## config.mk

```make
export PLATFORM = sky130hd
export DESIGN_NAME = dbuf_dac_front
export DESIGN_NICKNAME = d
export VERILOG_FILES = /design/src/rtl/dbuf_pkg.sv /design/src/rtl/dbuf_nibble_reg.sv /design/src/rtl/dbuf_stable_count.sv /design/src/rtl/dbuf_strobe_timer.sv /design/src/rtl/dbuf_dac_front.sv
export SDC_FILE = /design/constraint.sdc
export NUM_CORES = 1
export LEC_CHECK = 0
export BUFFER_PORTS_ARGS = -buffer_cell sky130_fd_sc_hd__buf_2
export CORE_UTILIZATION = 55
export DETAILED_ROUTE_END_ITERATION = 8
export PLACE_DENSITY_LB_ADDON = 0.25
export RECOVER_POWER = 25
export SYNTH_ARGS = -nofsm -noshare
export SYNTH_HDL_FRONTEND = slang
export SYNTH_HIERARCHICAL = 1
export SYNTH_SLANG_ARGS = --single-unit
```

## constraint.sdc

```tcl
create_clock -name clk -period 5.3 [get_ports clk]
set_input_delay 0.53 -clock clk [delete_from_list [all_inputs] [get_ports clk]]
set_output_delay 0.53 -clock clk [all_outputs]
set_load 0.02 [all_outputs]
```

## src/rtl/dbuf_pkg.sv

```systemverilog
package dbuf_pkg;

    localparam int NIB_W_DEF   = 4;
    localparam int NIB_N_DEF   = 3;
    localparam int SETUP_DEF   = 2;
    localparam int PULSE_DEF   = 2;
    localparam int OVERLAP_DEF = 3;

    // Which strobe a monitor slot watches.
    typedef enum logic [0:0] {
        STB_NIBBLE   = 1'b0,
        STB_TRANSFER = 1'b1
    } stb_kind_e;

    function automatic int imax(input int a, input int b);
        return (a > b) ? a : b;
    endfunction

    // Counter width able to hold values up to maxv, plus one guard bit.
    function automatic int cnt_width(input int maxv);
        return $clog2(maxv + 1) + 1;
    endfunction

endpackage

```

## src/rtl/dbuf_nibble_reg.sv

```systemverilog
module dbuf_nibble_reg #(
    parameter int W = 4
) (
    input  logic         clk,
    input  logic         rst,
    input  logic         open_i,
    input  logic [W-1:0] d,
    output logic [W-1:0] q_next,
    output logic [W-1:0] q
);
    // The value this register will hold after the edge; also fed forward
    // to the holding stage so a same-edge transfer sees fresh data.
    always_comb q_next = open_i ? d : q;

    always_ff @(posedge clk) begin
        if (rst) q <= '0;
        else     q <= q_next;
    end
endmodule

```

## src/rtl/dbuf_stable_count.sv

```systemverilog
module dbuf_stable_count #(
    parameter int W     = 12,
    parameter int CNT_W = 3,
    parameter int CAP   = 3
) (
    input  logic             clk,
    input  logic             rst,
    input  logic [W-1:0]     val,
    output logic [CNT_W-1:0] run_now
);
    localparam logic [CNT_W-1:0] CAP_C = CNT_W'(CAP);

    logic [W-1:0]     val_q;
    logic [CNT_W-1:0] cnt_q;

    // Consecutive samples equal to the present one, current sample included.
    always_comb begin
        if (val != val_q)       run_now = CNT_W'(1);
        else if (cnt_q >= CAP_C) run_now = CAP_C;
        else                    run_now = cnt_q + CNT_W'(1);
    end

    always_ff @(posedge clk) begin
        if (rst) begin
            val_q <= '0;
            cnt_q <= '0;
        end else begin
            val_q <= val;
            cnt_q <= run_now;
        end
    end
endmodule

```

## src/rtl/dbuf_strobe_timer.sv

```systemverilog
module dbuf_strobe_timer #(
    parameter int CNT_W     = 3,
    parameter int CAP       = 3,
    parameter int MIN_HIGH  = 2,
    parameter int MIN_SETUP = 2
) (
    input  logic             clk,
    input  logic             rst,
    input  logic             strobe,
    input  logic [CNT_W-1:0] stable_now,
    output logic             viol
);
    localparam logic [CNT_W-1:0] CAP_C   = CNT_W'(CAP);
    localparam logic [CNT_W-1:0] HIGH_C  = CNT_W'(MIN_HIGH);
    localparam logic [CNT_W-1:0] SETUP_C = CNT_W'(MIN_SETUP);

    logic             s_q;
    logic [CNT_W-1:0] high_run;
    logic [CNT_W-1:0] last_stab;
    logic             falling;
    logic             short_pulse;
    logic             early_fall;

    always_comb begin
        falling     = s_q && !strobe;
        short_pulse = high_run < HIGH_C;
        early_fall  = last_stab < SETUP_C;
    end

    always_ff @(posedge clk) begin
        if (rst) begin
            s_q       <= 1'b0;
            high_run  <= '0;
            last_stab <= '0;
            viol      <= 1'b0;
        end else begin
            s_q  <= strobe;
            viol <= falling && (short_pulse || early_fall);
            if (strobe) begin
                if (!s_q)                high_run <= CNT_W'(1);
                else if (high_run < CAP_C) high_run <= high_run + CNT_W'(1);
                last_stab <= stable_now;
            end
        end
    end
endmodule

```

## src/rtl/dbuf_dac_front.sv

```systemverilog
module dbuf_dac_front
    import dbuf_pkg::*;
#(
    parameter int NIB_W       = NIB_W_DEF,
    parameter int NIB_N       = NIB_N_DEF,
    parameter int SETUP_CYC   = SETUP_DEF,
    parameter int PULSE_CYC   = PULSE_DEF,
    parameter int OVERLAP_CYC = OVERLAP_DEF
) (
    input  logic                     clk,
    input  logic                     rst,
    input  logic                     cs_n,
    input  logic [NIB_N-1:0]         nib_en,
    input  logic                     load,
    input  logic [NIB_W*NIB_N-1:0]   din,
    output logic [NIB_W*NIB_N-1:0]   code,
    output logic signed [NIB_W*NIB_N-1:0] code_signed,
    output logic [NIB_N:0]           timing_err
);
    localparam int CODE_W = NIB_W * NIB_N;
    localparam int NSTB   = NIB_N + 1;
    localparam int CAP    = imax(SETUP_CYC, imax(PULSE_CYC, OVERLAP_CYC));
    localparam int CNT_W  = cnt_width(CAP);

    logic [NIB_N-1:0]  open_nib;
    logic [CODE_W-1:0] inreg_d;
    logic [CODE_W-1:0] inreg_q;
    logic [CODE_W-1:0] hold_q;
    logic [CNT_W-1:0]  din_run;
    logic [CNT_W-1:0]  reg_run;

    // First stage: one input register per nibble.
    for (genvar g = 0; g < NIB_N; g++) begin : g_nib
        assign open_nib[g] = !cs_n && nib_en[g];
        dbuf_nibble_reg #(.W(NIB_W)) u_reg (
            .clk    (clk),
            .rst    (rst),
            .open_i (open_nib[g]),
            .d      (din[g*NIB_W +: NIB_W]),
            .q_next (inreg_d[g*NIB_W +: NIB_W]),
            .q      (inreg_q[g*NIB_W +: NIB_W])
        );
    end

    // Second stage: transfer ignores chip select and sees same-edge data

    always_ff @(posedge clk) begin
        if (rst)       hold_q <= '0;
        else if (load) hold_q <= inreg_d;
    end

    always_comb begin
        code        = hold_q;
        code_signed = {~hold_q[CODE_W-1], hold_q[CODE_W-2:0]};
    end

    // Stability of the data each strobe closes on.
    dbuf_stable_count #(.W(CODE_W), .CNT_W(CNT_W), .CAP(CAP)) u_din_stab (
        .clk     (clk),
        .rst     (rst),
        .val     (din),
        .run_now (din_run)
    );

    dbuf_stable_count #(.W(CODE_W), .CNT_W(CNT_W), .CAP(CAP)) u_reg_stab (
        .clk     (clk),
        .rst     (rst),
        .val     (inreg_d),
        .run_now (reg_run)
    );

    // One monitor per strobe; the last slot watches the transfer strobe.
    for (genvar k = 0; k < NSTB; k++) begin : g_mon
        localparam stb_kind_e KIND = (k < NIB_N) ? STB_NIBBLE : STB_TRANSFER;
        if (KIND == STB_NIBBLE) begin : g_n
            dbuf_strobe_timer #(
                .CNT_W(CNT_W), .CAP(CAP),
                .MIN_HIGH(OVERLAP_CYC), .MIN_SETUP(SETUP_CYC)
            ) u_tmr (
                .clk        (clk),
                .rst        (rst),
                .strobe     (open_nib[k]),
                .stable_now (din_run),
                .viol       (timing_err[k])
            );
        end else begin : g_t
            dbuf_strobe_timer #(
                .CNT_W(CNT_W), .CAP(CAP),
                .MIN_HIGH(PULSE_CYC), .MIN_SETUP(SETUP_CYC)
            ) u_tmr (
                .clk        (clk),
                .rst        (rst),
                .strobe     (load),
                .stable_now (reg_run),
                .viol       (timing_err[k])
            );
        end
    end
endmodule

```

## After elaboration in Yosys (flattened, before gate mapping)

Cells that the tools add are included.

- Reductions and logical operators: 24
- Bitwise operators: 1
- Multipliers: 0
- Equality and inequality tests: 6
- Divide/modulo/power cells: 0
- Muxes and demuxes: 15
- Order comparisons: 11
- Add/sub/neg operators: 6
- Shift-type cells: 0

Operators by type and width:

| cell | count |
|---|---|
| $mux 3 | 12 |
| $lt 3x2->1 const B | 9 |
| $ne 12x12->1 | 2 |
| $add 3x1->3 const B | 6 |
| $mux 4 | 3 |
| $logic_and 1x1->1 | 11 |
| $ne 2x2->1 const B | 4 |
| $reduce_and 2->1 | 4 |
| $ge 3x2->1 const B | 2 |
| $logic_not 1->1 | 5 |
| $logic_or 1x1->1 | 4 |
| $not 1->1 | 1 |

- Output and inout port bits: 28
- Logic and storage cells: 87
- Memory bits (writable): 0
- Memories kept: 0
- Bits in latches: 0
- Bits in registers: 86
- ROM bits: 0

## Depth between registers and ports, before layout

- Depth after elaboration: 5
- Gate-level depth with buffers: 8
- Gate-level depth less buffers: 8

## By module

Netlist, hierarchy kept.

Modules (own cells, without submodules):

| module | area each (um^2) | cells an instance | instances |
|---|---|---|---|
| dbuf_stable_count | 634.4 | 57 | 2 |
| dbuf_strobe_timer (g_mon[0].g_n.u_tmr ...) | 301.5 | 31 | 3 |
| dbuf_dac_front | 525.5 | 53 | 1 |
| dbuf_nibble_reg | 150.1 | 12 | 3 |
| dbuf_strobe_timer (g_mon[3].g_t.u_tmr) | 287.8 | 29 | 1 |

## Worst setup path before layout

No wires, ideal clock.

- Kind: in2reg
- From: input port nib_en[2]
- To: register g_mon[3].g_t.u_tmr.last_stab[1]
- Data arrival time: 2.089 ns
- Setup time: 0.064 ns
- Cell stages on the path: 8
- Slack: 3.147 ns
- Buffers on the path: 0
- Data required time: 5.236 ns
- Cell sequence: nor2b_1 > mux2_2 > xor2_1 > nor4_4 > o21ai_2 > nor3_2 > mux2i_1 > nor2_1

- Longest elaborated chain between the ends: 4

RTL lines:

| item | RTL line | text |
|---|---|---|
| start, declared | dbuf_dac_front.sv:13 | `input logic [NIB_N-1:0] nib_en,` |
| $logic_and 1x1->1 | dbuf_dac_front.sv:34 | `assign open_nib[g] = !cs_n && nib_en[g];` |
| $mux 4 | dbuf_nibble_reg.sv:13 | `always_comb q_next = open_i ? d : q;` |
| net inreg_d[9] | dbuf_dac_front.sv:26 | `logic [CODE_W-1:0] inreg_d;` |
| $ne 12x12->1 | dbuf_stable_count.sv:18 | `if (val != val_q) run_now = CNT_W'(1);` |
| $mux 3 | dbuf_stable_count.sv:18 |  |
| net reg_run[1] | dbuf_dac_front.sv:30 | `logic [CNT_W-1:0] reg_run;` |
| end signal, assigned | dbuf_strobe_timer.sv:42 | `last_stab <= stable_now;` |
| end, declared | dbuf_strobe_timer.sv:19 | `logic [CNT_W-1:0] last_stab;` |

The timed path passes the listed nets, and every way through them passes these cells.
A chain may end at the register's enable or synchronous reset.

## Worst setup path in the final report

- From: input port cs_n
- To: register g_mon[3].g_t.u_tmr.last_stab[1]

- Longest elaborated chain between the ends: 5
- Elaborated cells on any way between the ends: 9
- Those cells by class: eq/ne (1); mux (4); reduce/logical (4)

RTL lines:

| item | RTL line | text |
|---|---|---|
| start, declared | dbuf_dac_front.sv:12 | `input logic cs_n,` |
| $logic_not 1->1 | dbuf_dac_front.sv:34 |  |
| $logic_and 1x1->1 | dbuf_dac_front.sv:34 |  |
| net open_nib[0] | dbuf_dac_front.sv:25 | `logic [NIB_N-1:0] open_nib;` |
| $mux 4 | dbuf_nibble_reg.sv:13 |  |
| net inreg_d[0] | dbuf_dac_front.sv:26 |  |
| $ne 12x12->1 | dbuf_stable_count.sv:18 |  |
| $mux 3 | dbuf_stable_count.sv:18 |  |
| net reg_run[1] | dbuf_dac_front.sv:30 |  |

The timed path passes the listed nets, and every way through them passes these cells.

==> impl_metrics.tcl <==
set metrics [dict create \
    cpPeakStageDelay_ns 0.93 \
    violations "capacitance limit, slew limit" \
    p_total_mw 1.27 \
    vdd_drop_max_v 0.000253 \
    die_y_um 80.9 \
    initial_core_util 0.575 \
    crit_path_cell_trace "buf_2 > nor2b_1 > mux2_2 > xor2_1 > nor4_4 > o21ai_2 > nor3_2 > mux2i_1 > nor2_1" \
    core_area_sq_um 5960 \
    outcome "finished, violations left" \
    final_hold_viol_count 0 \
    max_slew.worst_pin.slew_ns 1.68 \
    maxSlewViolCount 37 \
    finalSetupViolations 0 \
    critPathLaunchType "input port" \
    grt_pass1_wl_um 9590 \
    drt_iter0_markers 58 \
    final_layout_size_suffix_gt1_frac 0.189 \
    cap_violations 1 \
    skew_ns 0.00679 \
    grt_start_max_net_pins 48 \
    end_kind "flip-flop" \
    wire_per_inst_um 13.4 \
    worstSetupEndpoint "g_mon[3].g_t.u_tmr/last_stab[1]$_SDFFE_PP0P_" \
    reg2regPathDepth 7 \
    remaining_drc_errors 0 \
    critPathRequiredTime_ns 5.56 \
    leakage_nw 1.50 \
    clockRootBuffer "clkbuf_8" \
    crit_start "cs_n" \
    synthCells 323 \
    gp_congestion 0.735 \
    cts_hold_buf 0 \
    stdcell_count 441 \
    slowest_stage "nor2b_1" \
    antenna_cells 0 \
    cts_resized 0 \
    cp.depth 9 \
    cts_buffer_depth 2 \
    critPathKind "input port to flip-flop" \
    grt_pass1_vias 2056 \
    htreeDepth 3 \
    cp_data_arrival_time_ns 3.05 \
    synth_area_per_cell_sq_um 10.6 \
    vias 2292 \
    cpLargestDelayFamily "simple AND/OR/NAND/NOR gates" \
    timing.rr.start "g_nib[2].u_reg/q[3]$_SDFF_PP0_" \
    totalWireLength_um 5920 \
    slew_headroom -0.121 \
    dieArea_sq_um 6550 \
    fin_tns_setup_ns 0 \
    postCtsSetupRepairBufs 0 \
    antenna_found_initial 0 \
    grt.overflow.total 0 \
    r2r_slack_ns 3.59 \
    yosysWarnings 6 \
    ant_nets 0 \
    io_buffers 46 \
    clock_latency_ns 0.33 \
    fmax_mhz 359 \
    period_needed_ns 2.79 \
    worstPathMaxFanout 14 \
    p_per_area_nw_per_um2 332 \
    cts.sink_count 82 \
    ios 47 \
    area_growth_pct 11.3 \
    dp.cells 426 \
    die_w_um 80.9 \
    via_per_inst 5.20 \
    grt_usage 0.195 \
    dr.pass1.iters 4 \
    synth_area_sq_um 3420 \
    reg2reg_to "g_mon[3].g_t.u_tmr/last_stab[2]$_SDFFE_PP0P_" \
    rows 28 \
    hpwl_um 4060 \
    cts_tree "yes" \
    grt_setup_unrepaired "no" \
    nets 389 \
    critPathBufInv 1 \
    hp-class "input port to flip-flop" \
    synth.net_count 350 \
    cts.reportedPaths.clkPinSlew_ns 0.08 \
    cts_inserted_buffers 9 \
    final.period_utilization 0.526 \
]
[worst min path at each step]
stage / slack (ns) / cells past startpoint / end / from
5_1_grt: 0.43 / 2 / u_din_stab/val_q[5]$_SDFF_PP0_ / din[5]
3_5_place_dp: 0.49 / 2 / g_mon[1].g_n.u_tmr/last_stab[1]$_SDFFE_PP0P_ / g_mon[1].g_n.u_tmr/last_stab[1]$_SDFFE_PP0P_
4_1_cts: 0.44 / 2 / u_din_stab/val_q[4]$_SDFF_PP0_ / din[4]
3_3_place_gp: 0.48 / 2 / g_mon[0].g_n.u_tmr/last_stab[1]$_SDFFE_PP0P_ / g_mon[0].g_n.u_tmr/last_stab[1]$_SDFFE_PP0P_
2_1_floorplan: 0.46 / 2 / g_mon[3].g_t.u_tmr/last_stab[1]$_SDFFE_PP0P_ / g_mon[3].g_t.u_tmr/last_stab[1]$_SDFFE_PP0P_
6_report: 0.45 / 2 / u_din_stab/val_q[4]$_SDFF_PP0_ / din[4]
[per-stage QoR]
step	hold slack (ns)	area, sq um	utilization	worst slack, ns
6_report	0.445	3810	0.640	2.51
5_1_grt	0.435	3810	0.640	2.30
4_1_cts	0.435	3840	0.645	2.49
3_5_place_dp	0.486	3620	0.608	2.19
3_3_place_gp	0.476	3620	0.608	2.30
2_1_floorplan	0.461	3420	-	3.18
[layout by cell type (no fill, tap or decap), drive strengths merged, types with 2 or more instances in the layout]
cell,count
nand4b,7
inv,3
nand2,8
a31oi,8
o211ai,4
bufinv,2
buf,26
nor4,4
clkbuf,32
nor3,9
a211oi,3
dfxtp,82
and4b,2
a41oi,2
nand4,4
mux2,12
nor2,34
nor4b,3
nand2b,4
mux2i,20
xor2,8
nor2b,47
a21oi,7
ha,8
xnor2,16
a211o,2
and3,3
o21ai,2
[power by group]
part	switching (mW)	total, mW	internal, mW
clock	0.209	0.486	0.277
sequential	0.0149	0.654	0.639
combinational	0.0729	0.127	0.0537
[metal layers]
| metal | wire length, um | share of wire | global-route usage |
|---|---|---|---|
| met1 | 2920 | 0.49 | 0.240 |
| met2 | 2730 | 0.46 | 0.327 |
| met3 | 208 | 0.035 | 0.0461 |
| met4 | 57 | 0.0096 | 0.0804 |
| met5 | 0 | 0 | 0 |
[final cells by class]
class                           instances  area [sq um]
Fill cell                             491          2140
Sequential cell                        82          1640
Multi-Input combinational cell        219          1640
Timing Repair Buffer                   47           211
Clock buffer                           11           141
Tap cell                               75          93.8
Clock inverter                          4          76.3
Inverter                                3          11.3
[flip-flops by register name, indices dropped and copies added, names as in the netlist]
register and count:
u_din_stab/val_q 12, g_mon.g_n.u_tmr/last_stab 6, u_reg_stab/cnt_q 3, g_mon.g_t.u_tmr/viol 1, code 12, g_mon.g_t.u_tmr/s_q 1, g_mon.g_t.u_tmr/last_stab 2, g_nib.u_reg/q 12
u_reg_stab/val_q 12, g_mon.g_n.u_tmr/viol 3, g_mon.g_n.u_tmr/s_q 3, g_mon.g_t.u_tmr/high_run 3, g_mon.g_n.u_tmr/high_run 9, u_din_stab/cnt_q 3
Note: power is estimated with default switching activity, not from simulation.
